## src/rtl/lbc_pkg.sv

```systemverilog
package lbc_pkg;
  typedef enum logic {OP_RD = 1'b0, OP_WR = 1'b1} op_e;
endpackage

```

## src/rtl/lbc_swap.sv

```systemverilog
module lbc_swap #(
  parameter int DW = 32
) (
  input  logic [DW-1:0] in_i,
  output logic [DW-1:0] out_o
);
  localparam int NB = DW / 8;
  for (genvar b = 0; b < NB; b++) begin : g_byte
    assign out_o[8*b +: 8] = in_i[8*(NB-1-b) +: 8];
  end
endmodule

```

## src/rtl/lbc_seq.sv

```systemverilog
module lbc_seq
  import lbc_pkg::*;
#(
  parameter int RD_LAT = 12,
  parameter int WR_LAT = 2,
  localparam int CNT_W = $clog2(RD_LAT)
) (
  input  logic             clk_i,
  input  logic             rst_ni,
  input  logic             req_i,
  input  logic             we_i,
  output logic             accept_o,
  output logic             busy_o,
  output logic             last_o,
  output op_e              op_o,
  output logic [CNT_W-1:0] cnt_o
);
  logic             busy_q;
  logic [CNT_W-1:0] cnt_q;
  op_e              op_q;
  logic [CNT_W-1:0] end_cnt;

  assign end_cnt  = (op_q == OP_WR) ? CNT_W'(WR_LAT - 1) : CNT_W'(RD_LAT - 1);
  assign last_o   = busy_q && (cnt_q == end_cnt);
  assign accept_o = req_i && (!busy_q || last_o);

  always_ff @(posedge clk_i or negedge rst_ni) begin
    if (!rst_ni) begin
      busy_q <= 1'b0;
      cnt_q  <= '0;
      op_q   <= OP_RD;
    end else if (accept_o) begin
      busy_q <= 1'b1;
      cnt_q  <= '0;
      op_q   <= we_i ? OP_WR : OP_RD;
    end else if (last_o) begin
      busy_q <= 1'b0;
    end else if (busy_q) begin
      cnt_q <= cnt_q + 1'b1;
    end
  end

  assign busy_o = busy_q;
  assign op_o   = op_q;
  assign cnt_o  = cnt_q;
endmodule

```

## src/rtl/lbc_fill.sv

```systemverilog
module lbc_fill #(
  parameter int AW      = 16,
  parameter int DW      = 32,
  parameter int LINE_W  = 8,
  parameter int RD_LAT  = 12,
  localparam int IDX_W  = $clog2(LINE_W),
  localparam int CNT_W  = $clog2(RD_LAT)
) (
  input  logic             clk_i,
  input  logic             rst_ni,
  input  logic             rd_i,
  input  logic             cacheable_i,
  input  logic [CNT_W-1:0] cnt_i,
  input  logic [AW-1:0]    addr_i,
  input  logic [DW-1:0]    word_i,
  output logic             mem_re_o,
  output logic [AW-1:0]    mem_addr_o,
  output logic             fill_valid_o,
  output logic [IDX_W-1:0] fill_idx_o,
  output logic [DW-1:0]    fill_data_o,
  output logic [DW-1:0]    rdata_o
);
  // fetch window ends one clock before the final clock; one register stage follows
  localparam int FETCH0 = RD_LAT - LINE_W - 1;

  logic             fetch;
  logic [CNT_W-1:0] rel;
  logic [IDX_W-1:0] widx;
  logic             fv_q;
  logic [IDX_W-1:0] fidx_q;
  logic [DW-1:0]    fdata_q;
  logic [DW-1:0]    rdata_q;

  assign rel   = cnt_i - CNT_W'(FETCH0);
  assign fetch = rd_i && (cnt_i >= CNT_W'(FETCH0)) && (cnt_i < CNT_W'(FETCH0 + LINE_W));
  assign widx  = rel[IDX_W-1:0];

  assign mem_re_o   = fetch;
  assign mem_addr_o = {addr_i[AW-1:IDX_W], widx};

  always_ff @(posedge clk_i or negedge rst_ni) begin
    if (!rst_ni) begin
      fv_q    <= 1'b0;
      fidx_q  <= '0;
      fdata_q <= '0;
      rdata_q <= '0;
    end else begin
      fv_q <= fetch && cacheable_i;
      if (fetch) begin
        fidx_q  <= widx;
        fdata_q <= word_i;
        if (widx == addr_i[IDX_W-1:0]) rdata_q <= word_i;
      end
    end
  end

  assign fill_valid_o = fv_q;
  assign fill_idx_o   = fidx_q;
  assign fill_data_o  = fdata_q;
  assign rdata_o      = rdata_q;
endmodule

```

## src/rtl/line_burst_ctrl.sv

```systemverilog
module line_burst_ctrl
  import lbc_pkg::*;
#(
  parameter int AW     = 16,
  parameter int DW     = 32,
  parameter int LINE_W = 8,
  parameter int RD_LAT = 12,
  parameter int WR_LAT = 2,
  localparam int IDX_W = $clog2(LINE_W),
  localparam int CNT_W = $clog2(RD_LAT)
) (
  input  logic             clk_i,
  input  logic             rst_ni,
  input  logic             req_i,
  input  logic             we_i,
  input  logic             cacheable_i,
  input  logic [AW-1:0]    addr_i,
  input  logic [DW-1:0]    wdata_i,
  output logic             wait_o,
  output logic [DW-1:0]    rdata_o,
  output logic             rvalid_o,
  output logic             fill_valid_o,
  output logic [IDX_W-1:0] fill_idx_o,
  output logic [DW-1:0]    fill_data_o,
  output logic [AW-1:0]    mem_addr_o,
  output logic             mem_re_o,
  output logic             mem_we_o,
  output logic [DW-1:0]    mem_wdata_o,
  input  logic [DW-1:0]    mem_rdata_i
);
  logic             accept, busy, last;
  op_e              op;
  logic [CNT_W-1:0] cnt;
  logic [AW-1:0]    addr_q;
  logic [DW-1:0]    wdata_q;
  logic             cach_q;
  logic [DW-1:0]    rd_word;
  logic             re;
  logic [AW-1:0]    raddr;

  lbc_seq #(.RD_LAT(RD_LAT), .WR_LAT(WR_LAT)) u_seq (
    .clk_i, .rst_ni, .req_i, .we_i,
    .accept_o(accept), .busy_o(busy), .last_o(last), .op_o(op), .cnt_o(cnt)
  );

  always_ff @(posedge clk_i or negedge rst_ni) begin
    if (!rst_ni) begin
      addr_q  <= '0;
      wdata_q <= '0;
      cach_q  <= 1'b0;
    end else if (accept) begin
      addr_q  <= addr_i;
      wdata_q <= wdata_i;
      cach_q  <= cacheable_i;
    end
  end

  lbc_swap #(.DW(DW)) u_rd_swap (.in_i(mem_rdata_i), .out_o(rd_word));
  lbc_swap #(.DW(DW)) u_wr_swap (.in_i(wdata_q),     .out_o(mem_wdata_o));

  lbc_fill #(.AW(AW), .DW(DW), .LINE_W(LINE_W), .RD_LAT(RD_LAT)) u_fill (
    .clk_i, .rst_ni,
    .rd_i(busy && op == OP_RD), .cacheable_i(cach_q), .cnt_i(cnt),
    .addr_i(addr_q), .word_i(rd_word),
    .mem_re_o(re), .mem_addr_o(raddr),
    .fill_valid_o, .fill_idx_o, .fill_data_o, .rdata_o
  );

  assign wait_o     = busy && !last;
  assign rvalid_o   = last && op == OP_RD;
  assign mem_we_o   = last && op == OP_WR;
  assign mem_re_o   = re;
  assign mem_addr_o = re ? raddr : addr_q;
endmodule

```

## config.mk

```make
export PLATFORM = sky130hd
export DESIGN_NAME = line_burst_ctrl
export DESIGN_NICKNAME = d
export VERILOG_FILES = /design/src/rtl/lbc_pkg.sv /design/src/rtl/lbc_swap.sv /design/src/rtl/lbc_seq.sv /design/src/rtl/lbc_fill.sv /design/src/rtl/line_burst_ctrl.sv
export SDC_FILE = /design/constraint.sdc
export NUM_CORES = 1
export LEC_CHECK = 0
export ABC_AREA = 0
export BUFFER_PORTS_ARGS = -buffer_cell sky130_fd_sc_hd__buf_2
export CAP_MARGIN = 20
export CORE_ASPECT_RATIO = 1.2
export CORE_MARGIN = 2
export CORE_UTILIZATION = 43
export DETAILED_ROUTE_END_ITERATION = 12
export GPL_TIMING_DRIVEN = 1
export PLACE_DENSITY = 0.87
export REMOVE_ABC_BUFFERS = 1
export SETUP_SLACK_MARGIN = 0.4
export SYNTH_ARGS = -nofsm -noshare
export SYNTH_HDL_FRONTEND = slang
export SYNTH_SLANG_ARGS = --single-unit
```

## constraint.sdc

```tcl
create_clock -name clk_i -period 2.2 [get_ports clk_i]
set_input_delay 0.44 -clock clk_i [delete_from_list [all_inputs] [get_ports clk_i]]
set_output_delay 0.44 -clock clk_i [all_outputs]
set_load 0.02 [all_outputs]
```

# --- Yosys cells after proc, flatten, opt, wreduce, memory -nomap -nowiden ---
# Index checks and enable logic that the tools add are counted.
op_classes:
  addsub: 2
  order_cmp: 2
  n_eq_ne: 3
  n_mux: 8
  bitwise: 1
  reduce_logical: 16
ops:
  columns: ["cell", "count"]
  rows:
  - ["4-bit two-way mux", 4]
  - ["1-bit logical AND", 9]
  - ["4-bit by 1-bit adder with 4-bit output, second input constant", 1]
  - ["4-bit equality test", 1]
  - ["4-bit by 2-bit >= comparator with 1-bit output, second input constant", 1]
  - ["4-bit less-than comparator, second input constant", 1]
  - ["2-bit AND reduction", 2]
  - ["2-bit nonzero test", 2]
  - ["3-bit equality test", 1]
  - ["1-bit two-way mux", 3]
  - ["3-bit two-way mux", 1]
  - ["3-bit by 2-bit subtractor with 3-bit output, second input constant", 1]
  - ["1-bit logical NOT", 2]
  - ["2-bit != test, second input constant", 1]
  - ["1-bit logical OR", 1]
  - ["1-bit NOT", 1]
word_totals:
  regBits: 123
  in_bits: 85
  out_inout_bits: 120
  word_cells: 42

# --- Depth between registers and ports, before layout ---
# Gate-level depths: netlist of the first run.
depth:
  ltp_word: 7
  depth_mapped: 7
  ltp_nobuf: 6

# --- By module ---
# Synthesis of the first run repeated with hierarchy kept, for this count alone.
unflattened:
  hier_cells: 396
  area_unflattened_um2: 5888.1
modules_own_cells:
  columns: ["mod", "instances", "cells_per_inst", "area_per_inst_um2", "seq_area_each_um2"]
  rows:
  - ["lbc_fill", 1, 166, 2957.8, 1701.6]
  - ["line_burst_ctrl", 1, 125, 2085.8, 1226.2]
  - ["lbc_swap", 2, 32, 240.2, 0.0]
  - ["lbc_seq", 1, 41, 364.1, 150.1]

# --- Worst setup path before layout of the first run ---
# No wires, ideal clock.
synth_path:
  kind: "register -> output"
  from: "register u_seq.cnt_q[0] (netlist: u_seq.cnt_o[0])"
  to: "output port mem_addr_o[0]"
  arrival_ps: 1799
  slack_ps: -39
  path_stages_with_launch: 6
  path_cell_list: "dfrtp_1 -> ha_1 -> o21ai_0 -> nand4b_1 -> clkbuf_1 -> o21ai_0"
synth_via:
  elab_chain_len: 4
  word_cells_on_any_way: 6
  classes_between: "add/sub: 1; order compare: 2; mux: 1; reduce/logical: 2"
synth_lines:
  columns: ["element", "line_no", "rtl"]
  rows:
  - ["start, declared", "lbc_seq.sv:19", "logic [CNT_W-1:0] cnt_q;"]
  - ["start signal, assigned", "lbc_seq.sv:39", "cnt_q <= cnt_q + 1'b1;"]
  - ["4-bit by 2-bit >= comparator with 1-bit output", "lbc_fill.sv:35", "assign fetch = rd_i && (cnt_i >= CNT_W'(FETCH0)) && (cnt_i < CNT_W'(FETCH0 + LINE_W));"]
  - ["1-bit logical AND (2 in a row)", "lbc_fill.sv:35", null]
  - ["3-bit two-way mux (*)", "line_burst_ctrl.sv:73", "assign mem_addr_o = re ? raddr : addr_q;"]
  - ["end, declared", "line_burst_ctrl.sv:25", "output logic [AW-1:0] mem_addr_o,"]
# Every way passes the cells marked *; elsewhere a longest branch is shown, timed or not.

# --- Worst setup path after layout of the first run ---
layout_path:
  from: "register u_seq.cnt_q[1] (netlist: u_seq.cnt_o[1])"
  to: "output port mem_addr_o[0]"
layout_via:
  elab_chain_len: 4
  word_cells_on_any_way: 5
  classes_between: "order compare: 2; mux: 1; reduce/logical: 2"
layout_lines:
  columns: ["element", "line_no"]
  rows:
  - ["4-bit by 2-bit >= comparator with 1-bit output", "lbc_fill.sv:35"]
  - ["1-bit logical AND", "lbc_fill.sv:35"]
  - ["1-bit logical AND (*)", "lbc_fill.sv:35"]
  - ["3-bit two-way mux (*)", "line_burst_ctrl.sv:73"]
# Marked as above.

==> results of run 1 <==
==> logic make-up (layout without fill, tap and decap cells) <==
| group | count (synthesis) | in the layout |
|---|---|---|
| AO/OA/AOI/OAI | 15 | 15 |
| XOR/XNOR | 4 | 4 |
| adder cells (fa/ha/maj) | 1 | 1 |
| buffers and inverters | 33 | 278 |
| flip-flops | 123 | 123 |
| multiplexers | 82 | 82 |
| AND/OR/NAND/NOR | 121 | 121 |
==> per-layer routing <==
metal  part of all wire (%)  GRT usage (%)  wire, um  up-vias
met3                    8.4           6.14      1150       14
met4                    1.3           7.17       182        0
met5                      0              0         0        -
met1                     37           24.2      5100     1890
li1                       -              -         -     1721
met2                     53           37.8      7330      207
==> final cells by class <==
cell class                 count  area, um2  share of cell area, %
clock buffer                  18        439                   5.98
inverter                       4       15.0                  0.205
clock inverter                13        193                   2.63
sequential                   123       3080                   41.9
timing repair buffer         243       1640                   22.4
tap                          154        193                   2.63
multi-input combinational    223       1780                   24.2
==> worst paths after layout <==
check                                                     end  cells past startpoint  slack, ns
max in group asynchronous             wdata_q[11]$_DFFE_PN0N_                      3       1.23
max reg2reg                            wdata_q[0]$_DFFE_PN0N_                      8       0.02
min                        u_fill.fill_data_o[23]$_DFFE_PN0N_                      3       0.25
max                                             mem_addr_o[0]                      7      -0.16
min reg2reg                u_fill.fill_data_o[31]$_DFFE_PN0N_                      2       0.47
min in group asynchronous  u_fill.fill_data_o[29]$_DFFE_PN0N_                      2       0.42
==> sequential cells by signal, summed over array words and instances, names as in the netlist <==
name,cells
u_fill.fill_data_o,32
u_fill.fill_valid_o,1
addr_q,16
u_seq.busy_o,1
u_fill.rdata_o,32
wdata_q,32
u_seq.cnt_o,4
u_seq.op_o,1
u_fill.fill_idx_o,3
cach_q,1
==> power by group through the flow <==
stage / logic (mW) / registers (mW) / clock network (mW)
after CTS: 6.52 / 4.12 / 3.00
after global placement: 5.64 / 4.05 / 0
final: 7.04 / 4.17 / 2.97
after floorplan: 2.56 / 5.36 / 0
after global routing: 7.50 / 4.30 / 3.12
after detailed placement: 5.88 / 4.12 / 0
==> timing repair <==
action | 4_1_cts | 5_1_grt
hold buffers | 1 | 0
gates resized for setup | 27 | 27
endpoints found under the setup margin | 122 | 118
buffers inserted | 11 | 8
endpoints found under the hold margin | 4 | 0
pin swaps | 7 | 5
cloned | 5 | 4
==> cell usage after synthesis, drive strengths merged <==
cell / n
ha: 1
buf: 26
nor3: 2
and3: 2
dfrtp: 123
clkbuf: 3
nand4: 1
o21ai: 9
nand3: 2
xor2: 3
a31o: 2
o21a: 1
nor2b: 1
nand4b: 1
nor3b: 1
inv: 4
mux2: 82
o211ai: 2
xnor2: 1
nand2: 108
and3b: 1
and2: 1
or3: 1
a41o: 1
==> critical path: stages, from the launching register on <==
cell      delay, ns
dfrtp_1        0.42
ha_4           0.19
or3_1          0.30
nand4b_1       0.16
buf_6          0.15
nand2_2        0.07
o21ai_2        0.07
buf_4          0.16
==> stage by stage <==
stage | setup slack, ns | hold slack, ns | setup TNS (ns)
detailed placement | -0.0276 | 0.266 | -0.0276
CTS | -0.149 | 0.233 | -0.467
floorplan | -2.10 | 0.144 | -161.46
global placement | 0.0280 | 0.263 | 0
finish | -0.163 | 0.246 | -0.547
global route | -0.248 | 0.243 | -1.31
==> impl_metrics.ini, run 1 <==
[placed_design]
placedInstanceArea_mm2 = 0.00612
gp_congestion = 0.786
dpl.hpwl_um = 8590
io_buffers = 204
dp.cells = 718

[synth]
ys_warn_count = 0
synth_cells = 379
synthSimpleGateAreaFrac_pct = 9.98
synthXorXnorAreaFrac_pct = 0.707
synth_mux_area_share_pct = 20.9
avgSynthCellArea_um2 = 13.1
synth_area_leader_cell = dfrtp_1
ys_ff_latch = 123
synth_top_area_share_pct = 62.2
seq_area_frac_synth_pct = 62.2
synth.area.top_cells = dfrtp_1 62%, mux2_2 12%, mux2_4 9.1%
synth_compound_area_share_pct = 1.92
synth_top_family_by_area = multiplexers
synthAdderAreaFrac_pct = 0.253
yosysUniqueCellTypes = 30
synth_area_mm2 = 0.00495

[status]
violations = setup timing
status = finished, violations left

[finish]
final_cell_mix = 196 x buf_2, 123 x dfrtp_1, 104 x nand2_1
nFillCells = 814
layout.nets = 698
drive_above_1_share_pct = 59.8
mostFrequentLayoutCell = buf_2
fin_util_pct = 65.9
design_area_mm2 = 0.00734
diodes = 0
fin_cells = 778
syn_to_final_growth_pct = 48.2

[floorplanning]
ios = 205
num_rows = 42
core-area_mm2 = 0.0111
die_h_um = 122
fp.dieW_um = 102
die-area_mm2 = 0.0124
initial_utilization_pct = 44.5

[clocking]
clockBufferDepth = 2
cts_max_level = 4
insertion_delay_ns = 0.40
path_clk_slew_ns = 0.06
clock_sinks = 123
cts_root_buf = clkbuf_16
cts_tree = done
cts-buffers-inserted = 17

[setup_path]
crit_type = register to output port
crit_arrival_ns = 1.92
critical_path.max_fanout = 7
end_kind = output port
crit_start = u_seq.cnt_o[1]$_DFFE_PN0P_
reg2reg_from = u_seq.cnt_o[1]$_DFFE_PN0P_
required_ns = 1.76
start_kind = register

[grt]
first_global_vias = 4008
gr-usage-all-layers_pct = 21.2
grt_overflow = 0
grt_max_degree = 67
grt_pass1_wl_um = 20100
antenna_found_initial = 0

[power_and_ir_drop]
peakVddDrop_uv = 877
power.density_mw_per_mm2 = 1930
p_sw_mw = 5.56
leakagePower_nw = 3.90
p_int_mw = 8.62
clkPwrFrac_pct = 20.9
pwr-share-comb_pct = 49.7
sw_frac_of_total_pct = 39.2
p_total_mw = 14.2
pwr-share-seq_pct = 29.4

[sta]
period_share_pct = 107
clock.fmax_mhz = 423
slew_headroom_pct = 77.0
rsz0062_at_grt = true
setup_slack_ns = -0.163
drv_slew = 0
report.final.hold_viol_count = 0
tightest_slew_ns = 0.345
finClkSkew_ns = 0.0108
setup_viol = 5
fin_crit_ns = 2.36

[detailed_routing]
via_count = 3832
drt_iter0_drc = 126
firstDrtPassIters = 4
wl_um = 13800
drcViolationCount = 0
wire_per_inst_um = 17.7
ant_nets = 0
vias_per_cell = 4.93

[worst_hold_path]
hp-start = mem_rdata_i[15]
min_path_type = input pin to register

[run]
max_cap_violations = 0
Power figures use the tool's default switching activity.
==> run 2, diff against run 1 <==
--- a/config.mk
+++ b/config.mk
@@ -8,12 +8,14 @@
 export ABC_AREA = 0
 export BUFFER_PORTS_ARGS = -buffer_cell sky130_fd_sc_hd__buf_2
 export CAP_MARGIN = 20
+export CELL_PAD_IN_SITES_DETAIL_PLACEMENT = 0
+export CELL_PAD_IN_SITES_GLOBAL_PLACEMENT = 1
 export CORE_ASPECT_RATIO = 1.2
 export CORE_MARGIN = 2
-export CORE_UTILIZATION = 43
+export CORE_UTILIZATION = 33
 export DETAILED_ROUTE_END_ITERATION = 12
 export GPL_TIMING_DRIVEN = 1
-export PLACE_DENSITY = 0.87
+export PLACE_DENSITY = 0.86
 export REMOVE_ABC_BUFFERS = 1
 export SETUP_SLACK_MARGIN = 0.4
 export SYNTH_ARGS = -nofsm -noshare
==> run 2 against run 1 <==
Net effect:
- the flow still finishes with violations (setup timing)
- core utilization down 10 points
- critical path depth grew 2
- flip-flop and latch count unchanged
- maximum frequency shrank 1.6%
- die area grew 29%
- clock power shrank 1%
- global-route usage is 2.4 points lower
- via count increased by 3.6%
- clock skew fell by 0.0034 ns
- final area rose by 13%
- final cell count increased by 10%
- largest power group unchanged
==> impl_metrics.ini, run 2 (synthesis results as in run 1) <==
[grt]
grt_use_met1_pct = 21.0
antenna_found_initial = 0
grt_pass1_wl_um = 22900
met3_usage_pct = 6.53
grt.busiest_layer = met2
met2_usage_pct = 32.5
first_global_vias = 4310
grt_overflow = 0
gr-usage-all-layers_pct = 18.8
grt_max_degree = 60

[status]
status = finished, violations left
violations = setup timing

[sta]
report.final.hold_viol_count = 0
rsz0062_at_grt = true
setup_viol = 91
clock.fmax_mhz = 416
tightest_slew_ns = 0.451
fin_crit_ns = 2.40
tns_ns = -6.80
drv_slew = 0
finClkSkew_ns = 0.00733
slew_headroom_pct = 70.0
period_share_pct = 109
setup_slack_ns = -0.202
timing.hold.ws_ns = 0.238

[detailed_routing]
via_count = 3970
drcViolationCount = 0
vias_per_cell = 4.63
ant_nets = 0
firstDrtPassIters = 4
wire_per_inst_um = 17.7
drt_iter0_drc = 256
wl_um = 15200

[clocking]
clockBufferDepth = 2
cts-buffers-inserted = 17
clock_sinks = 123
path_clk_slew_ns = 0.05
cts_max_level = 4
insertion_delay_ns = 0.41
cts_root_buf = clkbuf_16
cts_tree = done

[floorplanning]
core-area_mm2 = 0.0148
ios = 205
initial_utilization_pct = 33.4
num_rows = 49
die-area_mm2 = 0.0160
fp.dieW_um = 116
die_h_um = 138

[run]
max_cap_violations = 0

[power_and_ir_drop]
peakVddDrop_uv = 923
power.density_mw_per_mm2 = 1950
clkPwrFrac_pct = 18.1
p_total_mw = 16.1
pwr-share-seq_pct = 26.0
p_sw_mw = 6.13
pwr-share-comb_pct = 55.9
p_int_mw = 10.0
sw_frac_of_total_pct = 37.9
leakagePower_nw = 4.52

[worst_hold_path]
min_path_type = input pin to register
holdPathStages = 3

[placed_design]
dpl_worst_slack_ns = 0.0839
dp.cells = 774
io_buffers = 204
placedInstanceArea_mm2 = 0.00623
dpl.hpwl_um = 8830
gp_congestion = 0.775

[setup_path]
required_ns = 1.76
start_kind = register
crit_arrival_ns = 1.96
critical_path.max_fanout = 4
crit_type = register to output port
reg2reg_depth = 11
end_kind = output port

[finish]
layout.nets = 728
final_cell_mix = 196 x buf_2, 122 x dfrtp_1, 82 x mux2_4
mostFrequentLayoutCell = buf_2
design_area_mm2 = 0.00828
drive_above_1_share_pct = 69.5
fin_cells = 857
syn_to_final_growth_pct = 67.2
diodes = 0
fin_util_pct = 55.8
## run 2: cell count changes in the layout (fill, tap and decap cells not counted), sizes merged
cell,delta
buf,+33
clkbuf,+2
clkinv,-2
clkinvlp,-2
inv,-2
## run 2: path summary, 6_finish.rpt
check                                              startpoint                                 end  slack (ns)
max in group asynchronous                              rst_ni       u_fill.fill_valid_o$_DFF_PN0_        0.99
min in group asynchronous                              rst_ni      u_fill.rdata_o[15]$_DFFE_PN0P_        0.54
setup / recovery                   u_seq.cnt_o[1]$_DFFE_PN0P_                            rvalid_o       -0.20
hold / removal                                 mem_rdata_i[4]  u_fill.fill_data_o[28]$_DFFE_PN0N_        0.24
setup reg to reg                   u_seq.cnt_o[1]$_DFFE_PN0P_               addr_q[5]$_DFFE_PN0N_       -0.12
hold reg to reg            u_fill.fill_data_o[28]$_DFFE_PN0N_  u_fill.fill_data_o[28]$_DFFE_PN0N_        0.46
## run 2: layer usage
metal	share of wire [%]	vias to the layer above	wire, um
met5	0	-	0
met4	2.1	0	321
met3	6.8	23	1040
met2	53	178	7990
met1	38	1993	5810
li1	-	1776	-
## run 2: worst max-delay path: stages, from the launching register on
cell and delay (ns):
dfrtp_1 0.40, buf_6 0.13, buf_6 0.10, buf_6 0.12, and3b_2 0.20, buf_6 0.12
o21ai_4 0.17, buf_6 0.12, nor3_2 0.04, buf_4 0.17
## run 2: area by class of cell
type / count / area (um2)
Clock inverter: 7 / 139
Timing Repair Buffer: 273 / 2100
Tap cell: 204 / 255
Inverter: 4 / 17.5
Sequential cell: 123 / 3080
Clock buffer: 23 / 478
Multi-Input combinational cell: 223 / 2210
Fill cell: 1224 / 6560
## run 2: repair_timing
| action | in CTS | in global routing |
|---|---|---|
| hold endpoints to repair | 30 | 0 |
| hold buffers | 1 | 0 |
| pin swaps | 32 | 28 |
| endpoints found under the setup margin | 103 | 125 |
| gates resized for setup | 137 | 72 |
| gates cloned | 13 | 1 |
| buffers inserted | 27 | 11 |
## run 2: power groups by stage
stage | logic (mW) | clock network [mW] | registers [mW]
after floorplan | 2.56 | 0 | 5.36
after CTS | 8.21 | 2.98 | 4.14
after detailed placement | 6.05 | 0 | 4.10
after global routing | 9.59 | 3.10 | 4.33
final | 9.02 | 2.93 | 4.20
after global placement | 5.88 | 0 | 4.07
